## config.mk

```make
export PLATFORM = sky130hd
export DESIGN_NAME = flash_boot_seq
export DESIGN_NICKNAME = d
export VERILOG_FILES = /design/src/rtl/fbs_pkg.sv /design/src/rtl/fbs_datapath.sv /design/src/rtl/fbs_control.sv /design/src/rtl/flash_boot_seq.sv
export SDC_FILE = /design/constraint.sdc
export NUM_CORES = 1
export LEC_CHECK = 0
export ABC_AREA = 0
export BUFFER_PORTS_ARGS = -buffer_cell sky130_fd_sc_hd__buf_2
export CAP_MARGIN = 30
export CORE_UTILIZATION = 45
export CTS_CLUSTER_DIAMETER = 50
export DETAILED_ROUTE_END_ITERATION = 10
export SLEW_MARGIN = 15
export SYNTH_ARGS = -nofsm -noshare
export SYNTH_HDL_FRONTEND = slang
export SYNTH_SLANG_ARGS = --single-unit
```

## constraint.sdc

```tcl
create_clock -name clk -period 4.2 [get_ports clk]
set_clock_uncertainty 0.15 [all_clocks]
set_input_delay 0.42 -clock clk [delete_from_list [all_inputs] [get_ports clk]]
set_output_delay 0.42 -clock clk [all_outputs]
set_load 0.01 [all_outputs]
```

## src/rtl/fbs_pkg.sv

```systemverilog
package fbs_pkg;

  localparam logic [7:0] CMD_WAKE  = 8'hAB;
  localparam logic [7:0] CMD_SLEEP = 8'hB9;

  typedef enum logic [2:0] {
    ST_STRAP,
    ST_SLAVE,
    ST_SHIFT,
    ST_GAP,
    ST_HAND,
    ST_WAIT,
    ST_DONE,
    ST_FIN
  } seqStateT;

  // strobes from control to datapath
  typedef struct packed {
    logic load;      // load a new command into the shifter
    logic cmdSleep;  // on load: 1 = sleep command, 0 = wake command
    logic shiftRun;  // serial frame in progress
    logic gapRun;    // idle gap in progress
  } strobeT;

endpackage

```

## src/rtl/fbs_datapath.sv

```systemverilog
module fbs_datapath #(
  parameter int SCK_HALF = 2,
  parameter int GAP_CYC  = 1000
) (
  input  logic            clk,
  input  logic            rstN,
  input  fbs_pkg::strobeT strb,
  output logic            shiftLast,
  output logic            gapLast,
  output logic            spiSck,
  output logic            spiMosi,
  output logic            spiSsN,
  output logic            spiOe
);
  import fbs_pkg::*;

  localparam int DW = (SCK_HALF > 1) ? $clog2(SCK_HALF) : 1;
  localparam int GW = (GAP_CYC > 1) ? $clog2(GAP_CYC) : 1;
  localparam logic [DW-1:0] DivTop = DW'(SCK_HALF - 1);
  localparam logic [GW-1:0] GapTop = GW'(GAP_CYC - 1);

  logic [DW-1:0] divCnt;
  logic [3:0]    halfCnt;
  logic [7:0]    shReg;
  logic [GW-1:0] gapCnt;
  logic          divWrap;

  assign divWrap = (divCnt == DivTop);

  // shifter and serial clock divider
  always_ff @(posedge clk) begin
    if (!rstN) begin
      divCnt  <= '0;
      halfCnt <= '0;
      shReg   <= '0;
    end else if (strb.load) begin
      divCnt  <= '0;
      halfCnt <= '0;
      shReg   <= strb.cmdSleep ? CMD_SLEEP : CMD_WAKE;
    end else if (strb.shiftRun) begin
      if (divWrap) begin
        divCnt  <= '0;
        halfCnt <= halfCnt + 4'd1;
        if (halfCnt[0]) shReg <= {shReg[6:0], 1'b0};  // advance on falling edge
      end else begin
        divCnt <= divCnt + 1'b1;
      end
    end
  end

  // inter-command gap timer
  always_ff @(posedge clk) begin
    if (!rstN)             gapCnt <= '0;
    else if (strb.gapRun)  gapCnt <= gapCnt + 1'b1;
    else                   gapCnt <= '0;
  end

  assign shiftLast = strb.shiftRun && divWrap && (halfCnt == 4'd15);
  assign gapLast   = strb.gapRun && (gapCnt == GapTop);

  assign spiSck  = strb.shiftRun & halfCnt[0];
  assign spiMosi = strb.shiftRun & shReg[7];
  assign spiSsN  = ~strb.shiftRun;
  assign spiOe   = strb.shiftRun | strb.gapRun;

  // data is never updated under a rising serial clock edge
  p_mosi_hold_r4: assert property (@(posedge clk) disable iff (!rstN)
    (strb.shiftRun && $past(strb.shiftRun) && spiSck && !$past(spiSck))
      |-> (spiMosi == $past(spiMosi)));

  // half-period index only moves forward inside a frame
  p_half_fwd_r3: assert property (@(posedge clk) disable iff (!rstN)
    (strb.shiftRun && $past(strb.shiftRun) && !$past(strb.load))
      |-> (halfCnt >= $past(halfCnt)));

endmodule

```

## src/rtl/fbs_control.sv

```systemverilog
module fbs_control (
  input  logic            clk,
  input  logic            rstN,
  input  logic            modeSel,
  input  logic            pwrDownEn,
  input  logic            cfgDone,
  input  logic            shiftLast,
  input  logic            gapLast,
  output fbs_pkg::strobeT strb,
  output logic            readStart,
  output logic            seqDone
);
  import fbs_pkg::*;

  seqStateT state, stateNxt;
  logic     sleepPh, sleepPhNxt;

  always_ff @(posedge clk) begin
    if (!rstN) begin
      state   <= ST_STRAP;
      sleepPh <= 1'b0;
    end else begin
      state   <= stateNxt;
      sleepPh <= sleepPhNxt;
    end
  end

  always_comb begin
    stateNxt   = state;
    sleepPhNxt = sleepPh;
    strb       = '0;
    unique case (state)
      ST_STRAP: begin
        if (modeSel) begin
          strb.load  = 1'b1;
          sleepPhNxt = 1'b0;
          stateNxt   = ST_SHIFT;
        end else begin
          stateNxt = ST_SLAVE;
        end
      end
      ST_SLAVE: stateNxt = ST_SLAVE;
      ST_SHIFT: begin
        strb.shiftRun = 1'b1;
        if (shiftLast) stateNxt = ST_GAP;
      end
      ST_GAP: begin
        strb.gapRun = 1'b1;
        if (gapLast) stateNxt = sleepPh ? ST_DONE : ST_HAND;
      end
      ST_HAND: stateNxt = ST_WAIT;
      ST_WAIT: begin
        if (cfgDone) begin
          if (pwrDownEn) begin
            strb.load     = 1'b1;
            strb.cmdSleep = 1'b1;
            sleepPhNxt    = 1'b1;
            stateNxt      = ST_SHIFT;
          end else begin
            stateNxt = ST_DONE;
          end
        end
      end
      ST_DONE: stateNxt = ST_FIN;
      ST_FIN:  stateNxt = ST_FIN;
      default: stateNxt = ST_STRAP;
    endcase
  end

  assign readStart = (state == ST_HAND);
  assign seqDone   = (state == ST_DONE);

  p_start_pulse_r6: assert property (@(posedge clk) disable iff (!rstN)
    readStart |=> (!readStart && !strb.shiftRun && !strb.gapRun));

  p_done_once_r10: assert property (@(posedge clk) disable iff (!rstN)
    $past(seqDone) |-> (!seqDone && state == ST_FIN));

  p_slave_hold_r2: assert property (@(posedge clk) disable iff (!rstN)
    ($past(state == ST_SLAVE) && $past(rstN)) |-> (state == ST_SLAVE && strb == '0));

endmodule

```

## src/rtl/flash_boot_seq.sv

```systemverilog
module flash_boot_seq #(
  parameter int CLK_HZ   = 100_000_000,
  parameter int GAP_NS   = 10_000,
  parameter int SCK_HALF = 2
) (
  input  logic clk,
  input  logic rstN,
  input  logic modeSel,
  input  logic pwrDownEn,
  input  logic cfgDone,
  output logic spiSck,
  output logic spiMosi,
  output logic spiSsN,
  output logic spiOe,
  output logic readStart,
  output logic seqDone
);
  import fbs_pkg::*;

  localparam longint GapProd = longint'(CLK_HZ) * longint'(GAP_NS);
  localparam longint GapRaw  = (GapProd + 64'd999_999_999) / 64'd1_000_000_000;
  localparam int     GAP_CYC = (GapRaw < 1) ? 1 : int'(GapRaw);

  strobeT strb;
  logic   shiftLast, gapLast;

  fbs_control u_ctrl (
    .clk       (clk),
    .rstN      (rstN),
    .modeSel   (modeSel),
    .pwrDownEn (pwrDownEn),
    .cfgDone   (cfgDone),
    .shiftLast (shiftLast),
    .gapLast   (gapLast),
    .strb      (strb),
    .readStart (readStart),
    .seqDone   (seqDone)
  );

  fbs_datapath #(
    .SCK_HALF (SCK_HALF),
    .GAP_CYC  (GAP_CYC)
  ) u_dp (
    .clk       (clk),
    .rstN      (rstN),
    .strb      (strb),
    .shiftLast (shiftLast),
    .gapLast   (gapLast),
    .spiSck    (spiSck),
    .spiMosi   (spiMosi),
    .spiSsN    (spiSsN),
    .spiOe     (spiOe)
  );

  // deselect always opens a driven, clock-low gap
  p_ss_rise_r5: assert property (@(posedge clk) disable iff (!rstN)
    $rose(spiSsN) |-> (spiOe && !spiSck && !readStart && !seqDone));

  p_excl_r6: assert property (@(posedge clk) disable iff (!rstN)
    $onehot0({spiOe, readStart, seqDone}));

endmodule

```

==> flow_metrics.env <==
export IMPL_drt_antenna_violating_nets=0
export IMPL_yosysWarnings=0
export IMPL_p_leak_nw=0.485
export IMPL_intPower_uw=327
export IMPL_avgSynthCellArea_um2=9.01
export IMPL_pin_count=11
export IMPL_ctsHoldBuffers=0
export IMPL_fp_coreArea_um2=2540
export IMPL_hold_violations=0
export IMPL_place_hpwl_mm=1.63
export IMPL_switchingPower_uw=113
export IMPL_ys_flop_type="dfxtp_1"
export IMPL_path_max_fanout=13
export IMPL_cp_required_ns=3.63
export IMPL_dieArea_um2=2980
export IMPL_post_cts_setup_buffers=0
export IMPL_port_buffers=10
export IMPL_ir_drop_mv=0.212
export IMPL_max_stage_delay_ns=0.56
export IMPL_syn_nets=145
export IMPL_grt_ovfl_total=0
export IMPL_setup_tns_final_ns=0
export IMPL_setup_worst_path_start="u_ctrl.state[1]"
export IMPL_cts_resized=0
export IMPL_pwr_share_seq_pct=64.3
export IMPL_dr_total_vias=974
export IMPL_synth_edf_count=0
export IMPL_antenna_found_initial=0
export IMPL_area_growth_pct=5.33
export IMPL_max_cap_violations=0
export IMPL_vias_per_cell=5.50
export IMPL_cts_buffers=3
export IMPL_start_util_pct=48.9
export IMPL_yosysUniqueCellTypes=38
export IMPL_firstDrtPassIters=5
export IMPL_rsz0062_at_grt="no"
export IMPL_drt_iter0_markers=18
export IMPL_dieHeight_um=54.6
export IMPL_swShare_pct=25.6
export IMPL_cp_arrival_ns=1.65
export IMPL_end_kind="output pin"
export IMPL_dp_cells=173
export IMPL_p_per_area_nw_per_um2=336
export IMPL_stdcell_area_um2=1310
export IMPL_outcome="completed"
export IMPL_synth_top_cell_by_area="dfxtp_1"
export IMPL_dpl_cell_area_um2=1280
export IMPL_synth_seq_area_share_pct=43.5
export IMPL_place_congestion=0.784
export IMPL_synth_top_area_share_pct=43.5
export IMPL_die_w_um=54.6
export IMPL_grt_pass1_vias=808
export IMPL_fillers=250
export IMPL_drc=0
export IMPL_netlist_instances=138
export IMPL_tightest_slew_ns=0.433
export IMPL_layout_cells_non_filler=177
export IMPL_pwr_share_comb_pct=11.0
export IMPL_cts_root_buf="clkbuf_4"
export IMPL_drive_above_1_share_pct=12.9
export IMPL_cpMaxStageDelayCell="dfxtp_1"
export IMPL_yosysMostFrequentCell="dfxtp_1"
export IMPL_ys_top_cells_by_area="dfxtp_1, a21oi_1, nor2_1"
export IMPL_crit_type="flop to output pin"
export IMPL_netlist_area_um2=1240
export IMPL_rr_endpoint="u_dp.shReg[1]"
export IMPL_r2r_slack_ns=2.37
export IMPL_hp_class="primary input to flop"
export IMPL_power_uw=440
export IMPL_path_clk_slew_ns=0.14
export IMPL_slew_headroom_pct=71.0
export IMPL_cts_tree="yes"
export IMPL_timing_final_crit_share_pct=53.0
export IMPL_final_core_util_pct=51.5
export IMPL_synth_seq_cells=27
export IMPL_wl_per_cell_um=12.4
export IMPL_cts_htree_levels=1
export IMPL_multi_input_area_um2=633
export IMPL_crit_reg2reg_launch="u_ctrl.state[1]"
export IMPL_grt_max_degree=15
export IMPL_clock_sinks=27
export IMPL_wirelength_mm=2.19
export IMPL_synth_commonest_cells="dfxtp_1, nor2_1, nand2_1, a21oi_1"
export IMPL_clkLatencyLatePin_ns=0.31
export IMPL_diodes=0
export IMPL_async_flop_share_pct=0
export IMPL_fin_nets=155
export IMPL_clockPowerShare_pct=24.7
export IMPL_period_minus_slack_ns=2.22
export IMPL_cp_start_kind="flop"
export IMPL_grt_pass1_wl_mm=3.47
export IMPL_finalMaxSlewViolations=0
export IMPL_worstRegToRegCells=5
export IMPL_path_cells="and2b_2 -> nor2b_1 -> and2_1 -> buf_2"
export IMPL_grtUsageTotal_pct=16.7
export IMPL_cts_max_path_buffers=2
export IMPL_fp_row_count=18
export IMPL_setup_viol=0
export IMPL_cp_endpoint="spiSck"
export IMPL_ff_latch_area_um2=541
export IMPL_max_freq_ghz=0.449
## final cells by class
cell class	count	share of cell area, %
repair buffers	11	4.39
inverters	4	1.15
clock buffers	4	2.01
flip-flops and latches	27	41.3
well taps	30	2.87
multi-input cells	101	48.3
## sequential cells by signal, indices dropped and copies added, names as in the netlist
signal / cells
u_dp.shReg: 8
u_dp.gapCnt: 10
u_dp.divCnt: 1
u_dp.halfCnt: 4
u_ctrl.sleepPh: 1
u_ctrl.state: 3
## critical path, delay by kind of cell (launching register included)
| family | cells | cell delay [ns] |
|---|---|---|
| flops | 1 | 0.56 |
| buf+inv | 1 | 0.12 |
| simple gates | 3 | 0.66 |
## power groups by stage
stage | Clock [mW] | Combinational [mW] | Sequential [mW]
final | 0.109 | 0.0485 | 0.283
after global routing | 0.130 | 0.0538 | 0.285
after CTS | 0.116 | 0.0485 | 0.283
after detailed placement | 0 | 0.0479 | 0.288
after global placement | 0 | 0.0479 | 0.288
after floorplan | 0 | 0.0495 | 0.280
## how the worst min path moves through the flow
stage	from	to	slack [ns]	cells past startpoint
2_1_floorplan	u_dp.gapCnt[0]	u_dp.gapCnt[0]	0.27	1
3_3_place_gp	u_dp.gapCnt[0]	u_dp.gapCnt[0]	0.28	1
3_5_place_dp	u_dp.gapCnt[0]	u_dp.gapCnt[0]	0.29	1
4_1_cts	rstN	u_dp.shReg[1]	0.27	3
5_1_grt	rstN	u_dp.shReg[1]	0.28	3
6_report	rstN	u_ctrl.sleepPh	0.31	3
## per-layer routing
layer	track usage, %	routed length [um]	part of all wire, %
met3	4.17	90	4.1
met5	0	0	0
met1	21.0	1100	51
met4	6.41	17	0.78
met2	27.2	973	45
## cells by family (layout without fill, tap and decap cells)
family          Yosys count  after routing  share of synthesized area (%)
flops                    27             27                           43.5
mux                       4              4                           3.22
compound gates           25             25                           11.9
fa+ha+maj                 2              2                           2.01
simple gates             59             59                           26.1
buf+inv                  10             19                           5.63
xor+xnor                 11             11                           7.75
## per-stage QoR
stage	hold slack [ns]	setup slack, ns
3_3_place_gp	0.281	2.38
3_5_place_dp	0.291	2.35
5_1_grt	0.278	1.79
4_1_cts	0.273	1.96
6_report	0.309	1.98
2_1_floorplan	0.268	2.60
## placed cells by master (no fill, tap or decap), types with 2 or more instances in the layout
cell,synthesis,final
and2_1,3,3
buf_2,2,10
xor2_1,6,6
nand2_1,13,13
nor2_1,16,16
xnor2_1,5,5
ha_1,2,2
or3_1,2,2
dfxtp_1,27,27
nor3_1,3,3
o21ai_0,5,5
clkbuf_4,0,3
mux2i_1,4,4
a21oi_1,12,12
nand3_1,6,6
inv_1,4,4
nand4_1,4,4
(Power assumes the default switching activity.)
